$ cat src/rtl/usb_irq_agg_pkg.sv
package usb_irq_agg_pkg;

  localparam int unsigned DATA_W = 32;
  localparam int unsigned ADDR_W = 8;
  localparam int unsigned NGRP   = 2;
  localparam int unsigned GIDX_W = (NGRP > 1) ? $clog2(NGRP) : 1;

  localparam int unsigned GRP_EP   = 0;
  localparam int unsigned GRP_CORE = 1;

  localparam logic [ADDR_W-1:0] OFF_REV  = 8'h00;
  localparam logic [ADDR_W-1:0] OFF_CTRL = 8'h04;
  localparam logic [ADDR_W-1:0] OFF_STAT = 8'h08;
  localparam logic [ADDR_W-1:0] OFF_EOI  = 8'h60;

  // Highest sub-offset inside a group window (the masked view)
  localparam logic [ADDR_W-1:0] GRP_SPAN = 8'h18;

  localparam logic [DATA_W-1:0] EP_VALID   = 32'hFFFE_FFFF;
  localparam logic [DATA_W-1:0] CORE_VALID = 32'h01FF_0000;
  localparam int unsigned CORE_LSB = 16;
  localparam int unsigned CORE_W   = 9;

  // Register kind inside a group window, in sub-offset order
  typedef enum logic [2:0] {
    GR_RAW    = 3'd0,
    GR_SET    = 3'd1,
    GR_CLR    = 3'd2,
    GR_MASK   = 3'd3,
    GR_MSET   = 3'd4,
    GR_MCLR   = 3'd5,
    GR_MASKED = 3'd6,
    GR_NONE   = 3'd7
  } grp_reg_e;

  typedef enum logic [1:0] {
    RD_ZERO = 2'd0,
    RD_REV  = 2'd1,
    RD_STAT = 2'd2,
    RD_GRP  = 2'd3
  } rd_kind_e;

  typedef struct packed {
    logic src_set;
    logic src_clr;
    logic mask_wr;
    logic mask_set;
    logic mask_clr;
  } grp_wr_t;

  function automatic logic [ADDR_W-1:0] grp_base(input int unsigned g);
    return (g == GRP_EP) ? 8'h20 : 8'h40;
  endfunction

  function automatic logic [DATA_W-1:0] grp_valid(input int unsigned g);
    return (g == GRP_EP) ? EP_VALID : CORE_VALID;
  endfunction

endpackage

$ cat src/rtl/irq_reg_decode.sv
module irq_reg_decode
  import usb_irq_agg_pkg::*;
(
  input  logic                     req_valid,
  input  logic                     req_write,
  input  logic [ADDR_W-1:0]        req_addr,
  input  logic                     ctrl_bit0,
  output grp_wr_t [NGRP-1:0]       grp_wr,
  output logic                     soft_clr,
  output logic                     eoi_hit,
  output logic                     rd_fire,
  output rd_kind_e                 rd_kind,
  output logic [GIDX_W-1:0]        rd_grp,
  output grp_reg_e                 rd_reg
);

  logic                    wr_fire;
  logic [ADDR_W-1:0]       off;
  logic                    hit;
  grp_reg_e                kind;

  assign wr_fire  = req_valid & req_write;
  assign rd_fire  = req_valid & ~req_write;
  assign soft_clr = wr_fire & (req_addr == OFF_CTRL) & ctrl_bit0;
  assign eoi_hit  = wr_fire & (req_addr == OFF_EOI);

  always_comb begin
    grp_wr  = '0;
    rd_kind = RD_ZERO;
    rd_grp  = '0;
    rd_reg  = GR_NONE;
    off     = '0;
    hit     = 1'b0;
    kind    = GR_NONE;
    if (req_addr == OFF_REV)  rd_kind = RD_REV;
    if (req_addr == OFF_STAT) rd_kind = RD_STAT;
    for (int g = 0; g < NGRP; g++) begin
      off = req_addr - grp_base(g);
      hit = (off <= GRP_SPAN) && (off[1:0] == 2'b00);
      if (hit) begin
        kind    = grp_reg_e'(off[4:2]);
        rd_kind = RD_GRP;
        rd_grp  = GIDX_W'(g);
        rd_reg  = kind;
        grp_wr[g].src_set  = wr_fire & (kind == GR_SET);
        grp_wr[g].src_clr  = wr_fire & (kind == GR_CLR);
        grp_wr[g].mask_wr  = wr_fire & (kind == GR_MASK);
        grp_wr[g].mask_set = wr_fire & (kind == GR_MSET);
        grp_wr[g].mask_clr = wr_fire & (kind == GR_MCLR);
      end
    end
  end

endmodule

$ cat src/rtl/irq_src_group.sv
module irq_src_group
  import usb_irq_agg_pkg::*;
#(
  parameter logic [DATA_W-1:0] VALID = '1
) (
  input  logic              clk,
  input  logic              rst_n,
  input  logic              soft_clr,
  input  grp_wr_t           wr,
  input  logic [DATA_W-1:0] wdata,
  input  logic [DATA_W-1:0] evt,
  output logic [DATA_W-1:0] src,
  output logic [DATA_W-1:0] mask,
  output logic [DATA_W-1:0] masked
);

  logic [DATA_W-1:0] src_q, src_d, mask_q, mask_d;
  logic [DATA_W-1:0] set_v, clr_v, evt_v;
  logic              src_en, mask_en;

  assign evt_v = evt & VALID;
  assign set_v = wr.src_set ? wdata : '0;
  assign clr_v = wr.src_clr ? wdata : '0;

  // Source next state: events are ORed after the clear so they win
  always_comb begin
    src_en = soft_clr | wr.src_set | wr.src_clr | (|evt_v);
    if (soft_clr) src_d = '0;
    else          src_d = ((src_q & ~clr_v) | set_v | evt_v) & VALID;
  end

  always_comb begin
    mask_en = soft_clr | wr.mask_wr | wr.mask_set | wr.mask_clr;
    if (soft_clr)          mask_d = '0;
    else if (wr.mask_wr)   mask_d = wdata & VALID;
    else if (wr.mask_set)  mask_d = (mask_q | wdata) & VALID;
    else if (wr.mask_clr)  mask_d = mask_q & ~wdata;
    else                   mask_d = mask_q;
  end

  always_ff @(posedge clk or negedge rst_n) begin
    if (!rst_n)      src_q <= '0;
    else if (src_en) src_q <= src_d;
  end

  always_ff @(posedge clk or negedge rst_n) begin
    if (!rst_n)       mask_q <= '0;
    else if (mask_en) mask_q <= mask_d;
  end

  assign src    = src_q;
  assign mask   = mask_q;
  assign masked = src_q & mask_q;

endmodule

$ cat src/rtl/irq_eoi_gate.sv
module irq_eoi_gate (
  input  logic clk,
  input  logic rst_n,
  input  logic soft_clr,
  input  logic eoi,
  input  logic pending,
  output logic armed,
  output logic irq
);

  logic armed_q, armed_d, line_q, line_d, gate_en;

  always_comb begin
    if (soft_clr | eoi)          armed_d = 1'b1;
    else if (armed_q & pending)  armed_d = 1'b0;
    else                         armed_d = armed_q;
    line_d  = ~soft_clr & pending & (line_q | armed_q);
    gate_en = soft_clr | eoi | pending | line_q;
  end

  always_ff @(posedge clk or negedge rst_n) begin
    if (!rst_n) begin
      armed_q <= 1'b1;
      line_q  <= 1'b0;
    end else if (gate_en) begin
      armed_q <= armed_d;
      line_q  <= line_d;
    end
  end

  assign armed = armed_q;
  assign irq   = line_q;

endmodule

$ cat src/rtl/usb_irq_agg.sv
module usb_irq_agg
  import usb_irq_agg_pkg::*;
#(
  parameter logic [DATA_W-1:0] REVISION = 32'h0002_0100
) (
  input  logic              clk,
  input  logic              rst_n,
  input  logic              req_valid,
  input  logic              req_write,
  input  logic [ADDR_W-1:0] req_addr,
  input  logic [DATA_W-1:0] req_wdata,
  output logic              rd_valid,
  output logic [DATA_W-1:0] rd_data,
  input  logic [DATA_W-1:0] ep_evt,
  input  logic [CORE_W-1:0] core_evt,
  input  logic              vbus_drv,
  output logic              irq
);

  grp_wr_t [NGRP-1:0] grp_wr;
  logic               soft_clr, eoi_hit, rd_fire;
  rd_kind_e           rd_kind;
  logic [GIDX_W-1:0]  rd_grp;
  grp_reg_e           rd_reg;

  logic [DATA_W-1:0]  evt_w    [NGRP];
  logic [DATA_W-1:0]  src_w    [NGRP];
  logic [DATA_W-1:0]  mask_w   [NGRP];
  logic [DATA_W-1:0]  masked_w [NGRP];
  logic [NGRP-1:0]    grp_pend;
  logic               pending, gate_armed;

  logic [DATA_W-1:0]  ep_src, ep_mask, core_src, core_mask;
  logic [DATA_W-1:0]  rd_next, rd_q;
  logic               rd_valid_q;

  irq_reg_decode u_dec (
    .req_valid (req_valid),
    .req_write (req_write),
    .req_addr  (req_addr),
    .ctrl_bit0 (req_wdata[0]),
    .grp_wr    (grp_wr),
    .soft_clr  (soft_clr),
    .eoi_hit   (eoi_hit),
    .rd_fire   (rd_fire),
    .rd_kind   (rd_kind),
    .rd_grp    (rd_grp),
    .rd_reg    (rd_reg)
  );

  assign evt_w[GRP_EP]   = ep_evt;
  assign evt_w[GRP_CORE] = DATA_W'(core_evt) << CORE_LSB;

  for (genvar g = 0; g < NGRP; g++) begin : g_grp
    irq_src_group #(.VALID(grp_valid(g))) u_grp (
      .clk      (clk),
      .rst_n    (rst_n),
      .soft_clr (soft_clr),
      .wr       (grp_wr[g]),
      .wdata    (req_wdata),
      .evt      (evt_w[g]),
      .src      (src_w[g]),
      .mask     (mask_w[g]),
      .masked   (masked_w[g])
    );
    assign grp_pend[g] = |masked_w[g];
  end

  assign pending   = |grp_pend;
  assign ep_src    = src_w[GRP_EP];
  assign ep_mask   = mask_w[GRP_EP];
  assign core_src  = src_w[GRP_CORE];
  assign core_mask = mask_w[GRP_CORE];

  irq_eoi_gate u_gate (
    .clk      (clk),
    .rst_n    (rst_n),
    .soft_clr (soft_clr),
    .eoi      (eoi_hit),
    .pending  (pending),
    .armed    (gate_armed),
    .irq      (irq)
  );

  always_comb begin
    rd_next = '0;
    unique case (rd_kind)
      RD_REV:  rd_next = REVISION;
      RD_STAT: rd_next = DATA_W'(vbus_drv);
      RD_GRP: begin
        case (rd_reg)
          GR_RAW, GR_SET, GR_CLR:    rd_next = src_w[rd_grp];
          GR_MASK, GR_MSET, GR_MCLR: rd_next = mask_w[rd_grp];
          GR_MASKED:                 rd_next = masked_w[rd_grp];
          default:                   rd_next = '0;
        endcase
      end
      default: rd_next = '0;
    endcase
  end

  always_ff @(posedge clk or negedge rst_n) begin
    if (!rst_n)       rd_q <= '0;
    else if (rd_fire) rd_q <= rd_next;
  end

  always_ff @(posedge clk or negedge rst_n) begin
    if (!rst_n) rd_valid_q <= 1'b0;
    else        rd_valid_q <= rd_fire;
  end

  assign rd_valid = rd_valid_q;
  assign rd_data  = rd_q;

endmodule

$ cat config.mk
export PLATFORM = sky130hd
export DESIGN_NAME = usb_irq_agg
export DESIGN_NICKNAME = d
export VERILOG_FILES = /design/src/rtl/usb_irq_agg_pkg.sv /design/src/rtl/irq_reg_decode.sv /design/src/rtl/irq_src_group.sv /design/src/rtl/irq_eoi_gate.sv /design/src/rtl/usb_irq_agg.sv
export SDC_FILE = /design/constraint.sdc
export NUM_CORES = 1
export LEC_CHECK = 0
export BUFFER_PORTS_ARGS = -buffer_cell sky130_fd_sc_hd__buf_2
export CORE_MARGIN = 1.5
export CORE_UTILIZATION = 57
export DETAILED_ROUTE_END_ITERATION = 16
export HOLD_SLACK_MARGIN = 0.08
export PLACE_DENSITY = 0.87
export SETUP_SLACK_MARGIN = 0.02
export SYNTH_ARGS = -nofsm -noshare
export SYNTH_HDL_FRONTEND = slang
export SYNTH_SLANG_ARGS = --single-unit
$ cat constraint.sdc
create_clock -name clk -period 1.4 [get_ports clk]
set_input_delay 0.14 -clock clk [delete_from_list [all_inputs] [get_ports clk]]
set_output_delay 0.14 -clock clk [all_outputs]
set_load 0.02 [all_outputs]
==> flow_summary.json, run 1 <==
{
  "ys_types": 56,
  "failed_stage": "5_1_grt",
  "synth-edff-count": 0,
  "synth_top_area_cell": "dfrtp_1",
  "row_count": 41,
  "cts_max_level": 4,
  "grt_max_degree": 49,
  "status": "aborted with a tool error",
  "synth_warnings": 0,
  "fp.dieW_um": 118,
  "synth_area_mm2": 0.00758,
  "io_pins": 120,
  "dp_cells": 1209,
  "initial_core_util_pct": 59.3,
  "synthFlopType": "dfrtp_1",
  "error": "[ERROR DPL-0038] Utilization greater than 100%, impossible to legalize",
  "ys_async_sr_fraction_pct": 100,
  "die_h_um": 118,
  "netlist_instances": 777,
  "io_buffers": 118,
  "ys_top_cells_by_area": "dfrtp_1, o31ai_1, a221oi_1, a22oi_1, a21oi_1",
  "cts_buffer_depth": 2,
  "syn-mean-instance-area_um2": 9.75,
  "cts_inserted_buffers": 17,
  "synth_commonest_cells": "dfrtp_1, a21oi_1, o31ai_1, nand2_1, a22oi_1",
  "synth_most_common_cell": "dfrtp_1",
  "synth_seq_area_share_pct": 45.9,
  "synth_top_area_share_pct": 45.6,
  "synth_fp_nets": 865,
  "root_buffer": "clkbuf_16",
  "gp_congestion": 1.02,
  "place_hpwl_mm": 21.1,
  "clock-sinks": 139,
  "ys_ff_latch": 139
}
## logic make-up after synthesis
logic type	count (synthesis)	share of synthesized area [%]
buffers and inverters	105	5.98
XOR/XNOR	1	0.116
AND/OR/NAND/NOR	161	11.9
multiplexers	2	0.264
adder cells (fa/ha/maj)	2	0.330
AO/OA/AOI/OAI	367	35.5
flip-flops	139	45.9
## metrics by stage
step | setup slack, ns | utilization, % | setup TNS (ns) | instance area (µm²)
floorplan | -0.227 | - | -13.88 | 7960
global placement | -0.694 | 79.3 | -68.32 | 10100
detailed placement | -0.687 | 79.3 | -78.46 | 10100
CTS | -0.351 | 95.3 | -6.43 | 12200
## repair_timing
action | CTS
endpoints found under the setup margin | 120
buffers inserted | 23
hold endpoints to repair | 184
gates cloned | 12
pin swaps | 27
gates resized for setup | 130
hold buffers | 40
==> run 2: changes to the inputs <==
Settings changed: CORE_UTILIZATION 57 to 40, HOLD_SLACK_MARGIN 0.08 to unset, PLACE_DENSITY 0.87 to unset, PLACE_DENSITY_LB_ADDON set to 0.15, SETUP_SLACK_MARGIN 0.02 to unset.
==> run 2 against run 1 <==
The flow now finishes, with violations (negative setup slack). Synthesized cell count unchanged. Synthesized area unchanged.
==> flow_summary.json, run 2 <==
{
  "ys_types": 56,
  "die_area_mm2": 0.0198,
  "tightestPinTransition_ns": 0.530,
  "clock_latency_ns": 0.44,
  "row_count": 50,
  "grt_pass1_wl_mm": 48.9,
  "num_vias": 8660,
  "drive_above_1_share_pct": 47.5,
  "hold_depth": 3,
  "power_w": 0.0109,
  "cts_tree": "done",
  "slew-limit-headroom_pct": 64.6,
  "fin_cells": 1343,
  "p_leak_nw": 5.37,
  "ys_async_sr_fraction_pct": 100,
  "cts_inserted_buffers": 17,
  "remaining_drc_errors": 0,
  "antenna_found_initial": 0,
  "syn-mean-instance-area_um2": 9.75,
  "r2r_end": "u_gate.irq",
  "layout_setup_ws_ns": -0.251,
  "root_buffer": "clkbuf_16",
  "wl_per_cell_um": 24.9,
  "grt_setup_unrepaired": "true",
  "cp_max_fo": 2,
  "worst_path_largest_cell_delay_ns": 0.40,
  "cpLargestDelayFamily": "simple AND/OR/NAND/NOR gates",
  "cts_buffer_depth": 2,
  "fin_util_pct": 65.2,
  "timing.final.crit_share_pct": 118,
  "failed_checks": "negative setup slack",
  "die_h_um": 141,
  "worst_setup_path_start_kind": "flip-flop",
  "largest_reg_flops": 64,
  "n_fill_cell": 1473,
  "mostFrequentLayoutCell": "buf_4",
  "core_mm2": 0.0186,
  "initial_core_util_pct": 40.7,
  "end_kind": "flip-flop",
  "clock-sinks": 139,
  "power_density_mw_per_mm2": 894,
  "rr_worst_depth": 6,
  "hp-class": "input pin to flip-flop",
  "ys_ff_latch": 139,
  "ys_top_cells_by_area": "dfrtp_1, o31ai_1, a221oi_1, a22oi_1, a21oi_1",
  "avgViaCountPerCell": 6.45,
  "critPathKind": "flip-flop to flip-flop",
  "ir_drop_mv": 0.876,
  "fp.dieW_um": 141,
  "crit_chain": "a22oi_2, nand4_1, nor4_2, buf_4, nand4_1, o211a_1",
  "worst-path-buf-inv": 1,
  "cp.required_ns": 1.73,
  "multi_input_area_mm2": 0.00457,
  "synth_top_area_cell": "dfrtp_1",
  "synth-edff-count": 0,
  "slowest_stage": "dfrtp_1",
  "io_pins": 120,
  "cts_max_level": 4,
  "maxCapViolCount": 0,
  "clk_pin_slew_ns": 0.07,
  "slew_viol_final": 0,
  "nets": 1184,
  "crit_cells": 6,
  "routed_wl_mm": 33.4,
  "dp_cells": 1272,
  "drtIter0Drc": 811,
  "crit_arrival_ns": 1.98,
  "synth_warnings": 0,
  "ant_nets": 0,
  "drtPass1Iterations": 5,
  "rrSetupSlack_ns": -0.25,
  "syn2layout_area_growth_pct": 60.5,
  "holdWs_ns": 0.0127,
  "grt-ovfl-total": 0,
  "synth_top_area_share_pct": 45.6,
  "finClkSkew_ns": 0.00789,
  "status": "finished, violations left",
  "track_usage_pct": 32.4,
  "setup_viol": 53,
  "hold_violations": 0,
  "n_antenna_cell": 0,
  "whs_endpoint": "g_grp[1].u_grp.src[22]",
  "synth_area_mm2": 0.00758,
  "rr_startpoint": "g_grp[0].u_grp.mask[5]",
  "place_hpwl_mm": 21.9,
  "netlist_instances": 777,
  "synth_seq_area_share_pct": 45.9,
  "final_cell_mix": "buf_4, dfrtp_1, buf_2",
  "io_buffers": 118,
  "post-route-min-period_ns": 1.65,
  "min-delay-start": "core_evt[6]",
  "gp_congestion": 0.874,
  "synth_fp_nets": 865,
  "grt_max_degree": 42,
  "synthFlopType": "dfrtp_1",
  "synth_commonest_cells": "dfrtp_1, a21oi_1, o31ai_1, nand2_1, a22oi_1",
  "seq_area_mm2": 0.00348,
  "grt_pass1_vias": 8462,
  "cpMostUsedCell": "nand4_1",
  "fmax_mhz": 606,
  "synth_most_common_cell": "dfrtp_1"
}
## run 2: cell counts after synthesis
No cell type changed its count.
## run 2: metal layers
metal	global-route usage [%]	up-vias	share of wire (%)
li1	-	3705	-
met1	44.8	4354	41
met2	52.0	505	48
met3	4.93	96	8.5
met4	11.4	0	3.4
met5	0	-	0
## run 2: stage by stage
step | setup slack [ns] | area (µm²) | TNS [ns]
floorplan | -0.227 | 7940 | -13.84
global placement | -0.574 | 10200 | -63.45
detailed placement | -0.577 | 10200 | -66.51
CTS | -0.242 | 11300 | -0.812
global route | -0.309 | 12200 | -6.01
finish | -0.251 | 12200 | -3.78
## run 2: where the power goes
part | switching (W) | leakage (nW) | internal (W)
Clock | 0.00194 | 0.317 | 0.00314
Combinational | 0.000912 | 3.39 | 0.000703
Sequential | 0.0000733 | 1.66 | 0.00411
## run 2: area by class of cell
type	count	area share, %
Clock inverter	12	1.52
Multi-Input combinational cell	533	37.6
Tap cell	234	2.41
Clock buffer	20	3.84
Timing Repair Buffer	367	24.7
Inverter	38	1.28
Sequential cell	139	28.6
## run 2: worst max path at each step
stage	startpoint	to	slack, ns
2_1_floorplan	req_addr[6]	g_grp[0].u_grp.src[10]	-0.23
4_1_cts	g_grp[0].u_grp.mask[5]	u_gate.irq	-0.24
5_1_grt	g_grp[0].u_grp.mask[19]	u_gate.irq	-0.31
3_3_place_gp	req_addr[6]	g_grp[0].u_grp.src[21]	-0.57
6_report	g_grp[0].u_grp.mask[5]	u_gate.irq	-0.25
3_5_place_dp	req_addr[1]	g_grp[1].u_grp.mask[0]	-0.58
## run 2: repair_timing
item	4_1_cts	5_1_grt
cloned	2	8
endpoints found under the setup margin	123	125
pin swaps	20	60
buffers inserted	9	13
gates resized for setup	59	136
hold buffers	12	0
endpoints found under the hold margin	96	0
## run 2: cell families after synthesis
kind of cell	after synthesis	share of synthesized area, %
simple gates	161	11.9
mux	2	0.264
xor+xnor	1	0.116
fa+ha+maj	2	0.330
compound gates	367	35.5
buf+inv	105	5.98
flops	139	45.9
## run 2: worst reg2reg max path, cell delays in order (launching register included)
cell	delay, ns
dfrtp_1	0.40
a22oi_2	0.24
nand4_1	0.17
nor4_2	0.27
buf_4	0.16
nand4_1	0.14
o211a_1	0.16
Note: power is estimated with default switching activity, not from simulation.
==> run 3: changes to the inputs <==
Clock period 1.4 ns to 1.8 ns, I/O delays scaled along.
==> run 3 against run 2 <==
The flow now finishes without violations. Sequential share of layout area up 5.4 points. Final area decreased by 16%. Non-clock buffer count shrank 99. Count of clock-buffer cells in the layout is 3 lower. Final cell count down 7.4%. Clock power is 19% lower. Flip-flop and latch count is the same. Core utilization decreased by 10 points. Via count is 7.4% lower. Register-to-register slack better by 0.33 ns. Sequential power decreased by 22%.
==> flow_summary.json, run 3 (synthesized netlist as in run 2, its figures left out) <==
{
  "status": "finished clean",
  "gp_congestion": 0.946,
  "min-delay-start": "core_evt[0]",
  "hp-class": "input pin to flip-flop",
  "cts_tree": "done",
  "root_buffer": "clkbuf_16",
  "post-cts-setup-buffer-count": 0,
  "cts_inserted_buffers": 17,
  "power_density_mw_per_mm2": 818,
  "end_kind": "flip-flop",
  "slew-limit-headroom_pct": 56.5,
  "cpLargestDelayFamily": "simple AND/OR/NAND/NOR gates",
  "cpMostUsedCell": "nand4_1",
  "clock_latency_ns": 0.43,
  "grt-ovfl-total": 0,
  "pre_cts_ws_ns": -0.348,
  "slowest_stage": "dfrtp_1",
  "grt_pass1_vias": 8075,
  "crit_cells": 5,
  "worst_path_largest_cell_delay_ns": 0.40,
  "worst-path-buf-inv": 0,
  "fin_cells": 1244,
  "syn2layout_area_growth_pct": 34.9,
  "worst_setup_path_start_kind": "flip-flop",
  "tightestPinTransition_ns": 0.649,
  "grt_pass1_wl_mm": 46.4,
  "die_h_um": 141,
  "hold_depth": 3,
  "largest_reg_flops": 64,
  "avgViaCountPerCell": 6.45,
  "cp_max_fo": 2,
  "crit_chain": "a22oi_1, nand4_1, nor4_2, nand4_1, o211a_1",
  "num_vias": 8018,
  "rr_startpoint": "g_grp[0].u_grp.src[12]",
  "slew_viol_final": 0,
  "clk_pin_slew_ns": 0.07,
  "cp.required_ns": 2.12,
  "grt_setup_unrepaired": "false",
  "nets": 1085,
  "stdcell_area_mm2": 0.0102,
  "dp_cells": 1207,
  "wl_per_cell_um": 23.8,
  "drive_above_1_share_pct": 31.3,
  "track_usage_pct": 30.7,
  "cts_buffer_depth": 2,
  "finClkSkew_ns": 0.00691,
  "tns_ns": 0,
  "hold_violations": 0,
  "cts_max_level": 4,
  "timing.final.crit_share_pct": 95.8,
  "post-route-min-period_ns": 1.72,
  "ant_nets": 0,
  "row_count": 50,
  "die_area_mm2": 0.0198,
  "core_mm2": 0.0186,
  "crit_arrival_ns": 2.04,
  "final_cell_mix": "dfrtp_1, buf_4, buf_2",
  "drtIter0Drc": 674,
  "place_hpwl_mm": 21.4,
  "io_pins": 120,
  "layout_setup_ws_ns": 0.0762,
  "routed_wl_mm": 29.6,
  "holdWs_ns": 0.0164,
  "ir_drop_mv": 0.618,
  "setup_viol": 0,
  "critPathKind": "flip-flop to flip-flop",
  "maxCapViolCount": 0,
  "rr_worst_depth": 5,
  "crit_start": "g_grp[0].u_grp.src[12]",
  "drtPass1Iterations": 6,
  "grt_max_degree": 43,
  "antenna_found_initial": 1,
  "initial_core_util_pct": 40.7,
  "clock-sinks": 139,
  "p_leak_nw": 4.65,
  "fp.dieW_um": 141,
  "io_buffers": 118,
  "place_area_mm2": 0.00949,
  "fmax_mhz": 580,
  "n_antenna_cell": 0,
  "remaining_drc_errors": 0,
  "mostFrequentLayoutCell": "dfrtp_1"
}
==> run 3: changes by cell type in the layout (fill, tap and decap cells not counted), sizes merged <==
cell and delta:
dlygate4sd3 -7, clkinv -3, bufinv +2, buf -88, inv +4, clkbuf -7
==> run 3: repair_timing <==
action | 4_1_cts | 5_1_grt
gates resized for setup | 0 | 2
hold buffers | 5 | 0
setup endpoints to repair | 0 | 2
endpoints found under the hold margin | 42 | 0
==> run 3: tightest hold or removal path, cell delays in order <==
cell and delay (ns):
buf_2 0.08, a21oi_1 0.03, a21oi_1 0.11
==> run 3: layout make-up <==
| type | instances | area, µm² |
|---|---|---|
| timing repair buffer | 268 | 1940 |
| tap | 234 | 293 |
| fill | 1649 | 8420 |
| sequential | 139 | 3480 |
| inverter | 38 | 143 |
| clock buffer | 17 | 425 |
| multi-input combinational | 533 | 3690 |
| clock inverter | 15 | 258 |
==> run 3: path summary, 6_finish.rpt <==
path                                            to  slack (ns)
max                                     u_gate.irq        0.08
min                         g_grp[1].u_grp.src[16]        0.02
max reg2reg                             u_gate.irq        0.08
min reg2reg                           u_gate.armed        0.48
max in group asynchronous  g_grp[0].u_grp.mask[14]        0.89
min in group asynchronous              rd_data[10]        0.22
==> run 3: routing by layer <==
metal	GRT usage (%)	vias up	wire length, µm
li1	-	3515	-
met2	48.6	467	13800
met1	42.0	3961	12600
met4	11.1	2	790
met3	5.77	73	2470
met5	0	-	16
==> run 3: where the power goes <==
group,total (W),internal [W],switching (W)
registers,0.00326,0.00320,0.0000627
clock network,0.00413,0.00263,0.00150
logic,0.000974,0.000398,0.000576
total,0.00836,0.00622,0.00214
==> run 3: through the flow <==
stage / util, % / total power [W]
after CTS: 54.8 / 0.00839
final: 54.9 / 0.00836
after floorplan: - / 0.00370
after detailed placement: 50.9 / 0.00426
after global placement: 50.9 / 0.00425
after global routing: 54.9 / 0.00862
